File: src/rtl/rst_hub_pkg.sv
package rst_hub_pkg;
  localparam int unsigned NUM_SRC = 7;
  localparam int unsigned CFG_W   = 7;

  typedef enum logic [2:0] {
    SRC_SUPPLY = 3'd0,
    SRC_WDT    = 3'd1,
    SRC_MCD    = 3'd2,
    SRC_CMP    = 3'd3,
    SRC_SW     = 3'd4,
    SRC_CNV    = 3'd5,
    SRC_PIN    = 3'd6
  } src_e;

  // packed MSB first: wdt_en lands on bit 0
  typedef struct packed {
    logic clk_ext;
    logic wdt_lock;
    logic sw_en;
    logic cnv_en;
    logic cmp_en;
    logic mcd_en;
    logic wdt_en;
  } cfg_t;

  localparam cfg_t CFG_RST = '{wdt_en: 1'b1, default: 1'b0};
endpackage

File: src/rtl/rst_sync.sv
module rst_sync #(
  parameter int unsigned STAGES  = 2,
  parameter logic        RST_VAL = 1'b0
) (
  input  logic clk_i,
  input  logic rst_ni,
  input  logic d_i,
  output logic q_o
);
  logic [STAGES-1:0] chain_q;

  always_ff @(posedge clk_i or negedge rst_ni) begin
    if (!rst_ni) chain_q <= {STAGES{RST_VAL}};
    else         chain_q <= {chain_q[STAGES-2:0], d_i};
  end

  assign q_o = chain_q[STAGES-1];
endmodule

File: src/rtl/rst_stretch.sv
module rst_stretch #(
  parameter int unsigned HOLD       = 4,
  parameter bit          START_HELD = 1'b0
) (
  input  logic clk_i,
  input  logic rst_ni,
  input  logic req_i,
  output logic hold_o
);
  localparam int unsigned CW = $clog2(HOLD + 1);
  localparam logic [CW-1:0] LOAD = CW'(HOLD);

  logic [CW-1:0] cnt_q;

  always_ff @(posedge clk_i or negedge rst_ni) begin
    if (!rst_ni)             cnt_q <= START_HELD ? LOAD : '0;
    else if (req_i)          cnt_q <= LOAD;
    else if (cnt_q != '0)    cnt_q <= cnt_q - 1'b1;
  end

  assign hold_o = req_i | (cnt_q != '0);
endmodule

File: src/rtl/rst_cfg.sv
module rst_cfg
  import rst_hub_pkg::*;
(
  input  logic clk_i,
  input  logic rst_ni,
  input  logic clr_i,
  input  logic we_i,
  input  cfg_t wdata_i,
  output cfg_t cfg_o
);
  cfg_t cfg_q, cfg_d;

  always_comb begin
    cfg_d = cfg_q;
    if (clr_i) begin
      cfg_d          = CFG_RST;
      cfg_d.wdt_lock = cfg_q.wdt_lock;
    end else if (we_i) begin
      cfg_d          = wdata_i;
      cfg_d.wdt_lock = cfg_q.wdt_lock | wdata_i.wdt_lock;
      cfg_d.wdt_en   = wdata_i.wdt_en | cfg_d.wdt_lock;
    end
  end

  always_ff @(posedge clk_i or negedge rst_ni) begin
    if (!rst_ni) cfg_q <= CFG_RST;
    else         cfg_q <= cfg_d;
  end

  assign cfg_o = cfg_q;
endmodule

File: src/rtl/rst_hub.sv
module rst_hub
  import rst_hub_pkg::*;
#(
  parameter int unsigned SUP_HOLD    = 16,
  parameter int unsigned MIN_HOLD    = 4,
  parameter int unsigned SYNC_STAGES = 2
) (
  input  logic             clk_i,
  input  logic             rst_ni,
  input  logic             mon_en_i,
  input  logic             supply_low_i,
  input  logic             wdt_expire_i,
  input  logic             clk_missing_i,
  input  logic             cmp_trip_i,
  input  logic             sw_rst_i,
  input  logic             cnv_pin_i,
  input  logic             rst_pin_i,
  input  logic             cfg_we_i,
  input  logic [CFG_W-1:0] cfg_wdata_i,
  output logic [CFG_W-1:0] cfg_rdata_o,
  output logic [NUM_SRC-1:0] cause_o,
  output logic             sys_rst_o,
  output logic             rst_pin_oe_o,
  output logic             clk_sel_o
);
  logic sys_rst_q, sys_rst_d;
  logic cnv_s, pin_s, own_drive;
  logic sup_hold, oth_hold;
  logic [SYNC_STAGES-1:0] oe_hist_q;
  logic [NUM_SRC-1:0] req_vec, pend_q, cause_q;
  cfg_t cfg;

  rst_sync #(.STAGES(SYNC_STAGES), .RST_VAL(1'b0)) u_cnv_sync (
    .clk_i(clk_i), .rst_ni(rst_ni), .d_i(cnv_pin_i), .q_o(cnv_s));

  rst_sync #(.STAGES(SYNC_STAGES), .RST_VAL(1'b1)) u_pin_sync (
    .clk_i(clk_i), .rst_ni(rst_ni), .d_i(rst_pin_i), .q_o(pin_s));

  rst_cfg u_cfg (
    .clk_i(clk_i), .rst_ni(rst_ni), .clr_i(sys_rst_q),
    .we_i(cfg_we_i), .wdata_i(cfg_t'(cfg_wdata_i)), .cfg_o(cfg));

  // mask the pin while our own pull-down may still be in the sync chain
  always_ff @(posedge clk_i or negedge rst_ni) begin
    if (!rst_ni) oe_hist_q <= '1;
    else         oe_hist_q <= {oe_hist_q[SYNC_STAGES-2:0], sys_rst_q};
  end
  assign own_drive = sys_rst_q | (|oe_hist_q);

  always_comb begin
    req_vec             = '0;
    req_vec[SRC_SUPPLY] = mon_en_i & supply_low_i;
    req_vec[SRC_WDT]    = cfg.wdt_en & wdt_expire_i;
    req_vec[SRC_MCD]    = cfg.mcd_en & clk_missing_i;
    req_vec[SRC_CMP]    = cfg.cmp_en & cmp_trip_i;
    req_vec[SRC_SW]     = cfg.sw_en  & sw_rst_i;
    req_vec[SRC_CNV]    = cfg.cnv_en & cnv_s;
    req_vec[SRC_PIN]    = ~pin_s & ~own_drive;
  end

  rst_stretch #(.HOLD(SUP_HOLD), .START_HELD(1'b1)) u_sup_hold (
    .clk_i(clk_i), .rst_ni(rst_ni),
    .req_i(req_vec[SRC_SUPPLY]), .hold_o(sup_hold));

  rst_stretch #(.HOLD(MIN_HOLD), .START_HELD(1'b0)) u_oth_hold (
    .clk_i(clk_i), .rst_ni(rst_ni),
    .req_i(|req_vec[NUM_SRC-1:1]), .hold_o(oth_hold));

  assign sys_rst_d = sup_hold | oth_hold;

  always_ff @(posedge clk_i or negedge rst_ni) begin
    if (!rst_ni) begin
      sys_rst_q <= 1'b1;
      pend_q    <= NUM_SRC'(1);
      cause_q   <= NUM_SRC'(1);
    end else begin
      sys_rst_q <= sys_rst_d;
      if (sys_rst_q && !sys_rst_d) begin
        cause_q <= pend_q | req_vec;
        pend_q  <= '0;
      end else begin
        pend_q  <= pend_q | req_vec;
      end
    end
  end

  assign sys_rst_o    = sys_rst_q;
  assign rst_pin_oe_o = sys_rst_q;
  assign cause_o      = cause_q;
  assign cfg_rdata_o  = cfg;
  assign clk_sel_o    = cfg.clk_ext;
endmodule

File: config.mk
export PLATFORM = sky130hd
export DESIGN_NAME = rst_hub
export DESIGN_NICKNAME = d
export VERILOG_FILES = /design/src/rtl/rst_hub_pkg.sv /design/src/rtl/rst_sync.sv /design/src/rtl/rst_stretch.sv /design/src/rtl/rst_cfg.sv /design/src/rtl/rst_hub.sv
export SDC_FILE = /design/constraint.sdc
export NUM_CORES = 1
export LEC_CHECK = 0
export ABC_AREA = 1
export BUFFER_PORTS_ARGS = -buffer_cell sky130_fd_sc_hd__buf_2
export CAP_MARGIN = 25
export CORE_MARGIN = 2
export CORE_UTILIZATION = 45
export CTS_BUF_LIST = sky130_fd_sc_hd__clkbuf_8
export DETAILED_ROUTE_END_ITERATION = 6
export PLACE_DENSITY_LB_ADDON = 0.15
export SLEW_MARGIN = 20
export SYNTH_ARGS = -nofsm -noshare
export SYNTH_HDL_FRONTEND = slang
export SYNTH_SLANG_ARGS = --single-unit
File: constraint.sdc
create_clock -name clk_i -period 1.65 [get_ports clk_i]
set_clock_uncertainty 0.2 [all_clocks]
set_input_delay 0.165 -clock clk_i [delete_from_list [all_inputs] [get_ports clk_i]]
set_output_delay 0.165 -clock clk_i [all_outputs]
set_load 0.01 [all_outputs]
== Word level (Yosys, flattened, before mapping) ==
Index checks and enable logic that the tools add are counted.
Word-level totals
  logic and storage cells: 51
  bits in registers: 36
Cells by class
  add/subtract/negate cells: 2
  bitwise gates (word level): 17
  multiplexer cells: 7
  reductions and logical operators: 10
Operators by type and width (count)
  $mux 7: 3
  $mux 5: 2
  $and 1x1->1: 7
  $or 7x7->7: 1
  $mux 3: 2
  $or 1x1->1: 6
  $reduce_bool 2->1: 3
  $reduce_or 6->1: 1
  $reduce_bool 5->1: 1
  $sub 5x1->5 const B: 1
  $not 1->1: 3
  $reduce_bool 3->1: 1
  $sub 3x1->3 const B: 1
  $reduce_and 2->1: 1
  $reduce_or 2->1: 1
  $logic_and 1x1->1: 1
  $logic_not 1->1: 1

== Longest topological paths before layout ==
  word-level depth: 10
  depth in mapped cells: 9
  gate-level depth less buffers: 8

== Modules after synthesis ==
Synthesis repeated with hierarchy kept, for this count alone.
Second synthesis, totals
  cells, all modules: 175
  area total of the unflattened synthesis: 1592.8 um2
Modules (own cells, without submodules)
  rst_hub: times used 1, cells an instance 81, area an instance 745.7 um2
  rst_cfg: times used 1, cells an instance 34, area an instance 300.3 um2
  rst_stretch at u_sup_hold: times used 1, cells an instance 33, area an instance 265.3 um2
  rst_stretch at u_oth_hold: times used 1, cells an instance 23, area an instance 178.9 um2
  rst_sync at u_pin_sync: times used 1, cells an instance 2, area an instance 52.6 um2
  rst_sync at u_cnv_sync: times used 1, cells an instance 2, area an instance 50.0 um2

== Worst setup path before layout ==
OpenSTA, ideal clock, no wires.
  path type: reg-to-reg
  start: reg sys_rst_q (netlist: rst_pin_oe_o)
  end: reg cause_q[4] (netlist: cause_o[4])
  data arrival time: 1.275 ns
  period minus slack after synthesis: 1.593 ns
  cell stages (with the launch flop): 9
  data required time: 1.332 ns
  path slack: 0.057 ns
  cells stage by stage: dfstp_2 > nor2_1 > nand2_1 > nand2_2 > nor2_4 > nand4_4 > buf_6 > nand2_1 > nand2_1
On the way
  word-level cells in the longest chain between the ends: 8
Ends and longest elaborated chain
  start, declared: RTL line rst_hub.sv:26  | logic sys_rst_q, sys_rst_d;
  start signal, assigned: RTL line rst_hub.sv:77  | sys_rst_q <= sys_rst_d;
  $or 1x1->1: RTL line rst_hub.sv:48  | assign own_drive = sys_rst_q | (|oe_hist_q);
  $not 1->1: RTL line rst_hub.sv:58  | req_vec[SRC_PIN] = ~pin_s & ~own_drive;
  $and 1x1->1: RTL line rst_hub.sv:58
  $reduce_or 6->1: RTL line rst_hub.sv:67  | .req_i(|req_vec[NUM_SRC-1:1]), .hold_o(oth_hold));
  $or 1x1->1: RTL line rst_stretch.sv:21  | assign hold_o = req_i | (cnt_q != '0);
  $or 1x1->1: RTL line rst_hub.sv:69  | assign sys_rst_d = sup_hold | oth_hold;
  $logic_not 1->1: RTL line rst_hub.sv:78  | if (sys_rst_q && !sys_rst_d) begin
  $logic_and 1x1->1 (*): RTL line rst_hub.sv:78
  end signal, assigned: RTL line rst_hub.sv:79  | cause_q <= pend_q | req_vec;
  end, declared: RTL line rst_hub.sv:30  | logic [NUM_SRC-1:0] req_vec, pend_q, cause_q;
Mark *: on every way between the ends. The rest lies on a longest branch, timed or not.
A chain may end at the register's enable or synchronous reset.

== Worst setup path in the final report ==
  start: reg sys_rst_q (netlist: rst_pin_oe_o)
  end: reg pend_q[6]
On the way
  word-level cells in the longest chain between the ends: 9
Ends and longest elaborated chain
  $or 1x1->1: RTL line rst_hub.sv:48
  $not 1->1: RTL line rst_hub.sv:58
  $and 1x1->1: RTL line rst_hub.sv:58
  $reduce_or 6->1: RTL line rst_hub.sv:67
  $or 1x1->1: RTL line rst_stretch.sv:21
  $or 1x1->1: RTL line rst_hub.sv:69
  $logic_not 1->1: RTL line rst_hub.sv:78
  $logic_and 1x1->1: RTL line rst_hub.sv:78
  $mux 7 (*): RTL line rst_hub.sv:78
  end signal, assigned: RTL line rst_hub.sv:82  | pend_q <= pend_q | req_vec;
  end, declared: RTL line rst_hub.sv:30
Marked as above.

==> impl_metrics.ini <==
[run_status]
status = complete, no violations

[cts]
clock_latency_ns = 0.29
h-tree-depth = 2
clock-sinks = 36
clkTransAtPathRegs_ns = 0.07
cts-root-buf = clkbuf_8
cts_tree = done
clk_path_buf_depth = 2
cts_buffers = 5

[power]
ir_worst_vdd_mv = 0.6835
leakagePower_nw = 1.103
p_per_area_nw_per_um2 = 1250

[worst_setup_path]
worst-path-max-fanout = 7
required_ns = 1.63
crit_arrival_ns = 1.62
slowest_delay_ns = 0.56
slowest_stage = dfstp_2
end_kind = register
cp-start-kind = register
critical-path-top-delay-family = simple AND/OR/NAND/NOR gates
crit_top_cell = nand2_1
crit_chain = nor2_1, nand2_1, nand2_2, nor2_4, nand4_4, nand2_1, inv_1
worstSetupPathType = register to register
cp.buffers_inverters = 1

[synth]
ys_seq_elements = 36
synth_edf_count = 0
yosysTopAreaCell = dfrtp_1
synthArstFlopShare = 1.000
synthFlopType = dfrtp_1
yosysSeqAreaShare = 0.5956
avgSynthCellArea_um2 = 9.755
synth_area_um2 = 1531
synth_cells = 157
synth.area.top_cells = dfrtp_1, dfstp_2, nand2_1
ys_types = 26
synth.net_count = 178
netlist.area_leader.share = 0.4412
ys_warn_count = 0

[global_routing]
grtUsageMet3 = 0.05797
grt_pass1_vias = 1361
grt_overflow = 0
antenna_found_initial = 0
grt_util_met2 = 0.3383
grt.busiest_layer = met2
grt_max_degree = 20
grtUsageMet1 = 0.2606
grt.total_usage = 0.2020
grt_pass1_wl_um = 6182

[timing]
slew_headroom = 0.6931
worst_pin_slew_ns = 0.4604
hold_viol_final = 0
slew_violations = 0
whs_ns = 0.04555
setup_violations = 0
max_freq_ghz = 0.6102
fin_crit_ns = 1.639
fin_crit_sh = 0.9933
fin_tns_setup_ns = 0
rsz0062_at_grt = true

[placement]
gp_congestion = 0.7889
portBuffers = 34
place_area_um2 = 1773
dpl.cell_count = 237
hpwlAfterDp_um = 2198

[routing]
antenna_left = 0
vias_per_cell = 4.740
routed_wl_um = 3380
drt-pass1-iter-count = 4
route.vias.total = 1242
dr.first_iter.drc_count = 30
drc = 0
drt-wirelength-per-cell_um = 12.90

[floorplanning]
num_rows = 21
fp.dieH_um = 62.34
core_um2 = 3311
die_w_um = 62.34
dieArea_um2 = 3886
io_pins = 35
initial_core_util = 0.4626

[cells_and_area]
fin_nets = 236
synthToLayoutAreaGrowth_pct = 37.26
layout.cells.most_common = nand2_1
drive_above_1_share = 0.4028
final-instance-count-excl-fill = 262
diodes = 0
layout.cells.most_common_list = nand2_1, buf_2, dfrtp_1
final_area_um2 = 2102

[hold_path]
hp-class = input port to register

[run]
timing.max_cap.violations = 0
## area by class of cell
cell class	count	area, um^2
Sequential cell	36	912.1
Timing Repair Buffer	55	389.1
Clock buffer	5	68.82
Multi-Input combinational cell	94	575.6
Fill cell	304	1209
Tap cell	46	57.56
Clock inverter	3	12.51
Inverter	23	86.33
## report_power, final
| part | total (mW) | internal [mW] | switching [mW] |
|---|---|---|---|
| clock network | 0.577 | 0.283 | 0.293 |
| logic | 0.849 | 0.365 | 0.484 |
| registers | 1.20 | 1.09 | 0.109 |
## flip-flops by register name, summed over array words and instances, names as in the netlist
name                cells
cause_o                 7
u_pin_sync.chain_q      2
u_cnv_sync.chain_q      2
u_cfg.cfg_o             7
u_oth_hold.cnt_q        3
rst_pin_oe_o            1
u_sup_hold.cnt_q        5
pend_q                  7
oe_hist_q               2
## path summary, 6_finish.rpt
check / startpoint / to / slack, ns / cells after the start
worst max-delay path: rst_pin_oe_o / pend_q[6] / 0.01 / 7
worst min register to register: u_cnv_sync.chain_q[0] / u_cnv_sync.chain_q[1] / 0.15 / 0
min in group asynchronous: rst_ni / pend_q[5] / 0.17 / 2
max in group asynchronous: rst_ni / oe_hist_q[1] / 0.55 / 3
worst min-delay path: mon_en_i / u_sup_hold.cnt_q[2] / 0.05 / 4
worst max register to register: rst_pin_oe_o / pend_q[6] / 0.01 / 7
## what timing repair did
item | 4_1_cts | 5_1_grt
endpoints found under the hold margin | 40 | 0
setup buffers | 1 | 2
gates cloned | 1 | 0
pin swaps | 4 | 17
resized for setup | 5 | 20
setup endpoints to repair | 12 | 24
hold buffers | 13 | 0
## cells by family (layout without fill, tap and decap cells)
family	count (synthesis)	count (layout)	synth area share
AND/OR/NAND/NOR	75	76	0.2328
flip-flops	36	36	0.5956
buffers and inverters	28	86	0.08007
AO/OA/AOI/OAI	14	14	0.06127
adder cells (fa/ha/maj)	3	3	0.02451
XOR/XNOR	1	1	0.005720
## worst register-to-register path: stages, from the launching register on
cell and delay [ns]:
dfstp_2 0.56, nor2_1 0.04, nand2_1 0.08, nand2_2 0.10, nor2_4 0.17, nand4_4 0.22
nand2_1 0.12, inv_1 0.04
## synthesized netlist by cell type (2+ instances only)
cell     instances
nor3_1           2
dfrtp_1         27
nand4_1          7
nand2_1         47
dfstp_2          9
inv_1           21
buf_4            2
o21ai_0          5
nand3_1          3
a21oi_1          2
nor2_1           9
a22o_1           5
ha_1             3
inv_2            2
buf_2            2
## per-layer routing
| layer | up-vias | wire length, um | part of all wire |
|---|---|---|---|
| li1 | 612 | - | - |
| met1 | 597 | 1499 | 0.44 |
| met2 | 24 | 1691 | 0.50 |
| met3 | 9 | 127 | 0.038 |
| met4 | 0 | 62 | 0.018 |
| met5 | - | 0 | 0 |
## per-stage QoR
step / power, mW / utilization / setup slack, ns
CTS: 2.511 / 0.6122 / 0.004188
floorplan: 1.650 / - / 0.05698
global placement: 1.826 / 0.5355 / 0.02616
detailed placement: 1.865 / 0.5355 / -0.03634
finish: 2.628 / 0.6349 / 0.01112
global route: 2.853 / 0.6349 / -0.08721
Power figures use the tool's default switching activity.
